**config.mk**
```make
export PLATFORM = sky130hd
export DESIGN_NAME = prefix_xfer_ctl
export DESIGN_NICKNAME = d
export VERILOG_FILES = /design/src/rtl/pbx_pkg.sv /design/src/rtl/pbx_reset_sync.sv /design/src/rtl/pbx_prime_state.sv /design/src/rtl/pbx_xfer_calc.sv /design/src/rtl/prefix_xfer_ctl.sv
export SDC_FILE = /design/constraint.sdc
export NUM_CORES = 1
export LEC_CHECK = 0
export BUFFER_PORTS_ARGS = -buffer_cell sky130_fd_sc_hd__buf_2
export CAP_MARGIN = 20
export CORE_UTILIZATION = 30
export DETAILED_ROUTE_END_ITERATION = 16
export SYNTH_ARGS = -nofsm -noshare
export SYNTH_HDL_FRONTEND = slang
export SYNTH_HIERARCHICAL = 1
export SYNTH_SLANG_ARGS = --single-unit
```
**constraint.sdc**
```tcl
create_clock -name clk -period 1.8 [get_ports clk]
set_input_delay 0.09 -clock clk [delete_from_list [all_inputs] [get_ports clk]]
set_output_delay 0.09 -clock clk [all_outputs]
set_load 0.03 [all_outputs]
```
**src/rtl/pbx_pkg.sv**
```systemverilog
package pbx_pkg;
  typedef enum logic [3:0] {
    CLS_OTHER     = 4'd0,
    CLS_QLOAD     = 4'd1,
    CLS_QLOAD_BLK = 4'd2,
    CLS_MODIFY    = 4'd3,
    CLS_BLK_RD    = 4'd4,
    CLS_BLK_WR    = 4'd5,
    CLS_QREAD     = 4'd6,
    CLS_LAUNCH    = 4'd7
  } ins_cls_e;

  typedef enum logic [1:0] {
    PM_NONE = 2'd0,
    PM_INC  = 2'd1,
    PM_DEC  = 2'd2
  } ptr_mode_e;

  localparam int unsigned WORD_BYTES_LOG2 = 2;
endpackage

```
**src/rtl/pbx_reset_sync.sv**
```systemverilog
module pbx_reset_sync #(
  parameter int unsigned STAGES = 2
) (
  input  logic clk,
  input  logic rst_n,
  output logic rst_sync_n
);
  logic [STAGES-1:0] sync_q;

  always_ff @(posedge clk or negedge rst_n) begin
    if (!rst_n) sync_q <= '0;
    else        sync_q <= {sync_q[STAGES-2:0], 1'b1};
  end

  assign rst_sync_n = sync_q[STAGES-1];
endmodule

```
**src/rtl/pbx_prime_state.sv**
```systemverilog
module pbx_prime_state
  import pbx_pkg::*;
#(
  parameter int unsigned QW = 10
) (
  input  logic          clk,
  input  logic          rst_n,
  input  logic          vld,
  input  ins_cls_e      cls,
  input  logic [QW-1:0] opnd,
  output logic [QW-1:0] q_reg,
  output logic          prime_gen,
  output logic          prime_blk,
  output logic          mod_seen,
  output logic          follow_gen
);
  logic [QW-1:0] q_nxt;
  logic          prime_gen_nxt, prime_blk_nxt, mod_seen_nxt, follow_gen_nxt;

  always_comb begin
    q_nxt          = q_reg;
    prime_gen_nxt  = 1'b0;
    prime_blk_nxt  = 1'b0;
    mod_seen_nxt   = 1'b0;
    follow_gen_nxt = 1'b0;
    unique case (cls)
      CLS_QLOAD: begin
        q_nxt          = opnd;
        prime_gen_nxt  = 1'b1;
        follow_gen_nxt = 1'b1;
      end
      CLS_QLOAD_BLK: begin
        q_nxt         = opnd;
        prime_blk_nxt = 1'b1;
      end
      CLS_MODIFY: begin
        prime_gen_nxt = prime_gen;
        prime_blk_nxt = prime_blk;
        mod_seen_nxt  = mod_seen | prime_gen | prime_blk;
      end
      default: ;
    endcase
  end

  always_ff @(posedge clk or negedge rst_n) begin
    if (!rst_n) begin
      q_reg      <= '0;
      prime_gen  <= 1'b0;
      prime_blk  <= 1'b0;
      mod_seen   <= 1'b0;
      follow_gen <= 1'b0;
    end else if (vld) begin
      q_reg      <= q_nxt;
      prime_gen  <= prime_gen_nxt;
      prime_blk  <= prime_blk_nxt;
      mod_seen   <= mod_seen_nxt;
      follow_gen <= follow_gen_nxt;
    end
  end
endmodule

```
**src/rtl/pbx_xfer_calc.sv**
```systemverilog
module pbx_xfer_calc
  import pbx_pkg::*;
#(
  parameter int unsigned QW             = 10,
  parameter bit          KEEP_BLK_DELTA = 1'b0,
  localparam int unsigned CW = QW + 1,
  localparam int unsigned DW = QW + 4
) (
  input  logic                 vld,
  input  ins_cls_e             cls,
  input  ptr_mode_e            pmode,
  input  logic [QW-1:0]        q_reg,
  input  logic                 prime_gen,
  input  logic                 prime_blk,
  input  logic                 mod_seen,
  input  logic                 follow_gen,
  output logic [CW-1:0]        xfer_longs,
  output logic signed [DW-1:0] ptr_delta,
  output logic                 q_used,
  output logic                 launch_ld
);
  logic [CW-1:0]        q_plus;
  logic                 is_blk, primed, blk_step_ok;
  logic signed [DW-1:0] step_bytes;

  assign q_plus = {1'b0, q_reg} + CW'(1);
  assign is_blk = (cls == CLS_BLK_RD) || (cls == CLS_BLK_WR);
  assign primed = prime_gen | prime_blk;

  generate
    if (KEEP_BLK_DELTA) begin : g_keep
      assign blk_step_ok = primed;
    end else begin : g_legacy
      assign blk_step_ok = primed & ~mod_seen;
    end
  endgenerate

  always_comb begin
    step_bytes = blk_step_ok ? $signed({1'b0, q_plus, {WORD_BYTES_LOG2{1'b0}}})
                             : DW'(signed'(4));
    xfer_longs = '0;
    ptr_delta  = '0;
    q_used     = 1'b0;
    launch_ld  = 1'b0;
    if (vld) begin
      if (is_blk) begin
        xfer_longs = primed ? q_plus : CW'(1);
        q_used     = primed;
        unique case (pmode)
          PM_INC:  ptr_delta = step_bytes;
          PM_DEC:  ptr_delta = -step_bytes;
          default: ptr_delta = '0;
        endcase
      end
      if (cls == CLS_QREAD) q_used = 1'b1;
      if (cls == CLS_LAUNCH && follow_gen) begin
        q_used    = 1'b1;
        launch_ld = 1'b1;
      end
    end
  end
endmodule

```
**src/rtl/prefix_xfer_ctl.sv**
```systemverilog
module prefix_xfer_ctl
  import pbx_pkg::*;
#(
  parameter int unsigned QW             = 10,
  parameter bit          KEEP_BLK_DELTA = 1'b0
) (
  input  logic                 clk,
  input  logic                 rst_n,
  input  logic                 ins_vld,
  input  logic [3:0]           ins_cls,
  input  logic [QW-1:0]        ins_opnd,
  input  logic [1:0]           ptr_mode,
  output logic [QW:0]          xfer_longs,
  output logic signed [QW+3:0] ptr_delta,
  output logic                 q_used,
  output logic                 launch_ld,
  output logic [QW-1:0]        q_value
);
  logic      rst_sync_n;
  logic      prime_gen, prime_blk, mod_seen, follow_gen;
  ins_cls_e  cls_e;
  ptr_mode_e pm_e;

  assign cls_e = ins_cls_e'(ins_cls);
  assign pm_e  = ptr_mode_e'(ptr_mode);

  pbx_reset_sync #(.STAGES(2)) u_rsync (
    .clk        (clk),
    .rst_n      (rst_n),
    .rst_sync_n (rst_sync_n)
  );

  pbx_prime_state #(.QW(QW)) u_state (
    .clk        (clk),
    .rst_n      (rst_sync_n),
    .vld        (ins_vld),
    .cls        (cls_e),
    .opnd       (ins_opnd),
    .q_reg      (q_value),
    .prime_gen  (prime_gen),
    .prime_blk  (prime_blk),
    .mod_seen   (mod_seen),
    .follow_gen (follow_gen)
  );

  pbx_xfer_calc #(.QW(QW), .KEEP_BLK_DELTA(KEEP_BLK_DELTA)) u_calc (
    .vld        (ins_vld),
    .cls        (cls_e),
    .pmode      (pm_e),
    .q_reg      (q_value),
    .prime_gen  (prime_gen),
    .prime_blk  (prime_blk),
    .mod_seen   (mod_seen),
    .follow_gen (follow_gen),
    .xfer_longs (xfer_longs),
    .ptr_delta  (ptr_delta),
    .q_used     (q_used),
    .launch_ld  (launch_ld)
  );
endmodule

```
; ---- After elaboration in Yosys (flattened, before gate mapping)
; Index checks and enable logic that the tools add are counted.
; W data, S select, Z words.
[totals]
regBits = 16
in_bits = 19
out_inout_bits = 37
word_cells = 45
[classes]
add_sub_neg = 2
eq_ne = 9
n_mux = 17
bitwise = 6
n_reduce_logical = 5
[ops]
columns = operator, count
row1 = $mux W11, 3
row2 = $mux W14, 2
row3 = $pmux W14 S2, 1
row4 = $eq A4 B3 Y1 const B, 4
row5 = $neg A14 Y14, 1
row6 = $mux W13, 1
row7 = $add A10 B1 Y11 const B, 1
row8 = $eq A4 B2 Y1 const B, 2
row9 = $mux W1, 8
row10 = $eq A4 B1 Y1 const B, 1
row11 = $pmux W1 S2, 2
row12 = $reduce_and A2 Y1, 2
row13 = $or A1 B1 Y1, 3
row14 = $eq A2 B1 Y1 const B, 1
row15 = $eq A2 B2 Y1 const B, 1
row16 = $not A1 Y1, 2
row17 = $reduce_or A2 Y1, 1
row18 = $and A1 B1 Y1, 1
row19 = $logic_and A1 B1 Y1, 1
row20 = $logic_or A1 B1 Y1, 1

; ---- Longest topological paths before layout
[depth]
ltp_word = 7
mapped_depth = 8
depth_no_buf = 7

; ---- By module
; Netlist, hierarchy kept.
[by_module_without_submodules]
columns = module, n_inst, cells_each, area_each_um2, seq_area_each_um2
row1 = pbx_xfer_calc, 1, 141, 869.6, 0.0
row2 = pbx_prime_state, 1, 42, 564.3, 350.3
row3 = pbx_reset_sync, 1, 3, 53.8, 50.0

; ---- Least setup slack after synthesis
; OpenSTA, ideal clock, no wires.
[synth_timing]
path_kind = reg2out
start = reg u_state.q_reg[0]
end = out ptr_delta[12]
arrival_ns = 2.620
required_ns = 1.710
setup_slack_ns = -0.910
path_stages_with_launch = 9
n_path_buf = 1
cell_sequence = dfrtp_1 > ha_1 > and3_1 > buf_4 > a21oi_2 > o31ai_4 > o221ai_2 > o31a_1 > o21ai_0
[synth_between]
elab_chain_cells = 6
[synth_rtl]
columns = element, line_no
row1 = "start, declared", pbx_prime_state.sv:11  ; output logic [QW-1:0] q_reg,
row2 = "start signal, assigned", pbx_prime_state.sv:53  ; q_reg <= q_nxt;
row3 = $add A10 B1 Y11 *, pbx_xfer_calc.sv:26  ; assign q_plus = {1'b0, q_reg} + CW'(1);
row4 = $mux W13 *, pbx_xfer_calc.sv:39  ; step_bytes = blk_step_ok ? $signed({1'b0, q_plus, {WORD_BYTES_LOG2{1'b0}}})
row5 = $neg A14 Y14, pbx_xfer_calc.sv:51  ; PM_DEC: ptr_delta = -step_bytes;
row6 = $pmux W14 S2 *, pbx_xfer_calc.sv:49  ; unique case (pmode)
row7 = $mux W14 *, pbx_xfer_calc.sv:46  ; if (is_blk) begin
row8 = $mux W14 *, pbx_xfer_calc.sv:45  ; if (vld) begin
row9 = "end, declared", prefix_xfer_ctl.sv:14  ; output logic signed [QW+3:0] ptr_delta,
; Every way passes the cells marked *; elsewhere a longest branch is shown, timed or not.

; ---- Final worst setup path
[layout_timing]
start = reg u_state.q_reg[1]
end = out ptr_delta[10]
; Same word-level chain as after synthesis.

==> results_dict.tcl <==
set metrics [dict create \
    synth_top_area_share_pct 26.9 \
    startpoint_type "register" \
    io_pins 56 \
    post_drt_wl_per_cell_um 12.5 \
    overflow 0 \
    setup_viol 16 \
    synth_edf_count 0 \
    num_antenna_cells 0 \
    core_mm2 0.00475 \
    fp.dieH_um 72.4 \
    crit_type "reg -> out" \
    io_buffers 53 \
    clk_pin_slew_worst_paths_ns 0.06 \
    p_leak_nw 1.25 \
    grt_pass1_wl_mm 7.64 \
    cts_tree "done" \
    finalMaxSlewViolations 0 \
    hold_viol 0 \
    dpl.hpwl_mm 3.55 \
    clock-sinks 16 \
    hp-class "in -> reg" \
    powerDensity_mw_per_mm2 861 \
    fmax_mhz 424 \
    async_reset_ff_share_pct 100 \
    mappedNetlistArea_mm2 0.00149 \
    crit_path_max_fanout 6 \
    multi_input_area_mm2 0.00130 \
    clk_path_buf_depth 2 \
    met3_usage_pct 0.833 \
    ir_drop_uv 696 \
    avgSynthCellArea_um2 8.00 \
    largest_register_ffs 10 \
    grt_pass1_vias 1663 \
    die_w_um 72.4 \
    rsz0062_at_grt "true" \
    outcome "finished with violations" \
    antenna_found_initial 0 \
    relSlewSlack_pct 64.0 \
    grt_use_met1_pct 24.8 \
    required_ns 1.71 \
    track_usage_pct 18.5 \
    regArea_um2 409 \
    p_total_w 0.00233 \
    drt-pass1-iter-count 4 \
    skew_ns 0.000568 \
    finalCritPeriodShare_pct 131 \
    fill_cells 453 \
    cts_buffers 3 \
    drt_iter0_drc 45 \
    place_ws_ns -0.384 \
    synth_largest_area_cell "dfrtp_1" \
    setup-tns-final_ns -5.23 \
    cts-htree-levels 1 \
    violations "negative setup slack" \
    max_cap_violations 0 \
    busiest_layer "met2" \
    timing.final.crit_period_ns 2.36 \
    routed_via_density 4.83 \
    ant_nets 0 \
    ys_seq_area_share_pct 26.9 \
    clkLatencyLatePin_ns 0.24 \
    post-route-drc-count 0 \
    synthTopCellsByArea "dfrtp_1 (27%), mux2_2 (7.6%), nor2_1 (5.8%)" \
    start_util_pct 31.3 \
    cts_root_buf "clkbuf_8" \
    wl_mm 4.53 \
    vias 1747 \
    grt_max_degree 15 \
    finalNetCount 319 \
    globalplace.congestion 0.873 \
    synth_cells 186 \
    synth_warnings 6 \
    cp.arrival_ns 2.27 \
    synth_ff_type "dfrtp_1" \
    num_rows 25 \
    use_met2_pct 32.0 \
    synthDistinctLibCells 49 \
    worst_slack_ns -0.556 \
    worst_slew_pin_slew_ns 0.540 \
    ys_ff_latch 16 \
    drive_gt1_share_pct 65.4 \
    dieArea_mm2 0.00524 \
    critPathCaptureType "output pin" \
    syn2layout_area_growth_pct 82.0 \
]
synthesized netlist by cell type, types with 3 or more instances:
library cell  number
nor2_1            23
dfrtp_1           16
nand2_1           14
a21oi_1           13
inv_1             10
mux2_2            10
nand3_1            9
o21ai_0            7
xor2_1             6
and3_1             5
nor2b_1            5
or2_2              5
xnor2_1            5
clkbuf_1           4
ha_1               4
nor3_1             4
a31oi_1            3
buf_4              3
final timing paths:
| check | startpoint | depth (start not counted) | endpoint | slack, ns |
|---|---|---|---|---|
| min in group asynchronous | rst_n | 2 | u_rsync/sync_q[1]$_DFF_PN0_ | 0.16 |
| max in group asynchronous | u_rsync/sync_q[1]$_DFF_PN0_ | 0 | u_state/q_reg[6]$_DFFE_PN0P_ | 1.19 |
| worst min-delay path | ins_opnd[8] | 2 | u_state/q_reg[8]$_DFFE_PN0P_ | 0.07 |
| worst min register to register | u_rsync/sync_q[1]$_DFF_PN0_ | 0 | u_state/follow_gen$_DFFE_PN0P_ | 0.22 |
| worst max-delay path | u_state/q_reg[1]$_DFFE_PN0P_ | 8 | ptr_delta[10] | -0.56 |
| worst max register to register | u_state/q_reg[4]$_DFFE_PN0P_ | 3 | u_state/q_reg[4]$_DFFE_PN0P_ | 0.75 |
stage by stage:
step                      area, um^2  cells  utilization, %  hold WS (ns)
after detailed placement        2330    349            48.9        -0.122
after global routing            2710    362            56.9        0.0698
after floorplan                 1650    187               -        -0.206
after global placement          2330    349            48.9        -0.124
final                           2710    362            56.9        0.0748
after CTS                       2610    361            54.9        0.0680
layout by cell type, fill, tap and decap left out, drive strengths merged, types with 3 or more instances in the layout:
master | synthesis | final
dfrtp | 16 | 16
conb | 2 | 3
nor2b | 5 | 5
inv | 10 | 10
xor2 | 6 | 6
a21oi | 14 | 14
clkbuf | 4 | 4
mux2 | 10 | 10
and3 | 5 | 5
or2 | 5 | 5
nand3 | 10 | 10
nor3 | 4 | 4
a31oi | 3 | 3
ha | 4 | 4
nor2 | 23 | 23
buf | 7 | 114
or3 | 3 | 3
o21ai | 7 | 7
nand2 | 15 | 15
xnor2 | 6 | 6
report_power, final:
part | internal [W] | switching, W | leakage [nW]
combinational | 0.000741 | 0.000765 | 1.03
sequential | 0.000437 | 0.0000814 | 0.188
clock | 0.000194 | 0.000112 | 0.0288
metal layers:
| layer | wire length (um) | part of all wire, % |
|---|---|---|
| met5 | 0 | 0 |
| met2 | 2350 | 52 |
| met1 | 2010 | 44 |
| met3 | 102 | 2.3 |
| met4 | 58 | 1.3 |
logic make-up after synthesis:
kind of cell,share of synthesized area [%]
flip-flops,26.9
buffers and inverters,6.73
AO/OA/AOI/OAI,19.0
multiplexers,7.57
adder cells (fa/ha/maj),3.36
XOR/XNOR,7.57
other,0.505
AND/OR/NAND/NOR,28.3
area by class of cell:
type                       count  area share, %
multi-input combinational    150           48.1
timing repair buffer         115           30.3
sequential                    16           15.1
tap                           67           3.10
clock buffer                   4           2.03
inverter                      10           1.39
worst max-delay path, stage by stage, from the launching register on:
cell and delay (ns):
dfrtp_2 0.43, ha_4 0.19, or2_2 0.27, a21oi_1 0.19, buf_4 0.14, o221ai_2 0.12, or3_4 0.35, a31oi_4 0.18
buf_6 0.15
timing repair:
| action | CTS | global route |
|---|---|---|
| pin swaps | 12 | 14 |
| endpoints found under the hold margin | 2 | 0 |
| gates resized for setup | 48 | 22 |
| setup endpoints to repair | 17 | 19 |
| buffers inserted | 7 | 1 |
| hold buffers | 1 | 0 |
No activity file was read; power rests on OpenSTA's default activity.
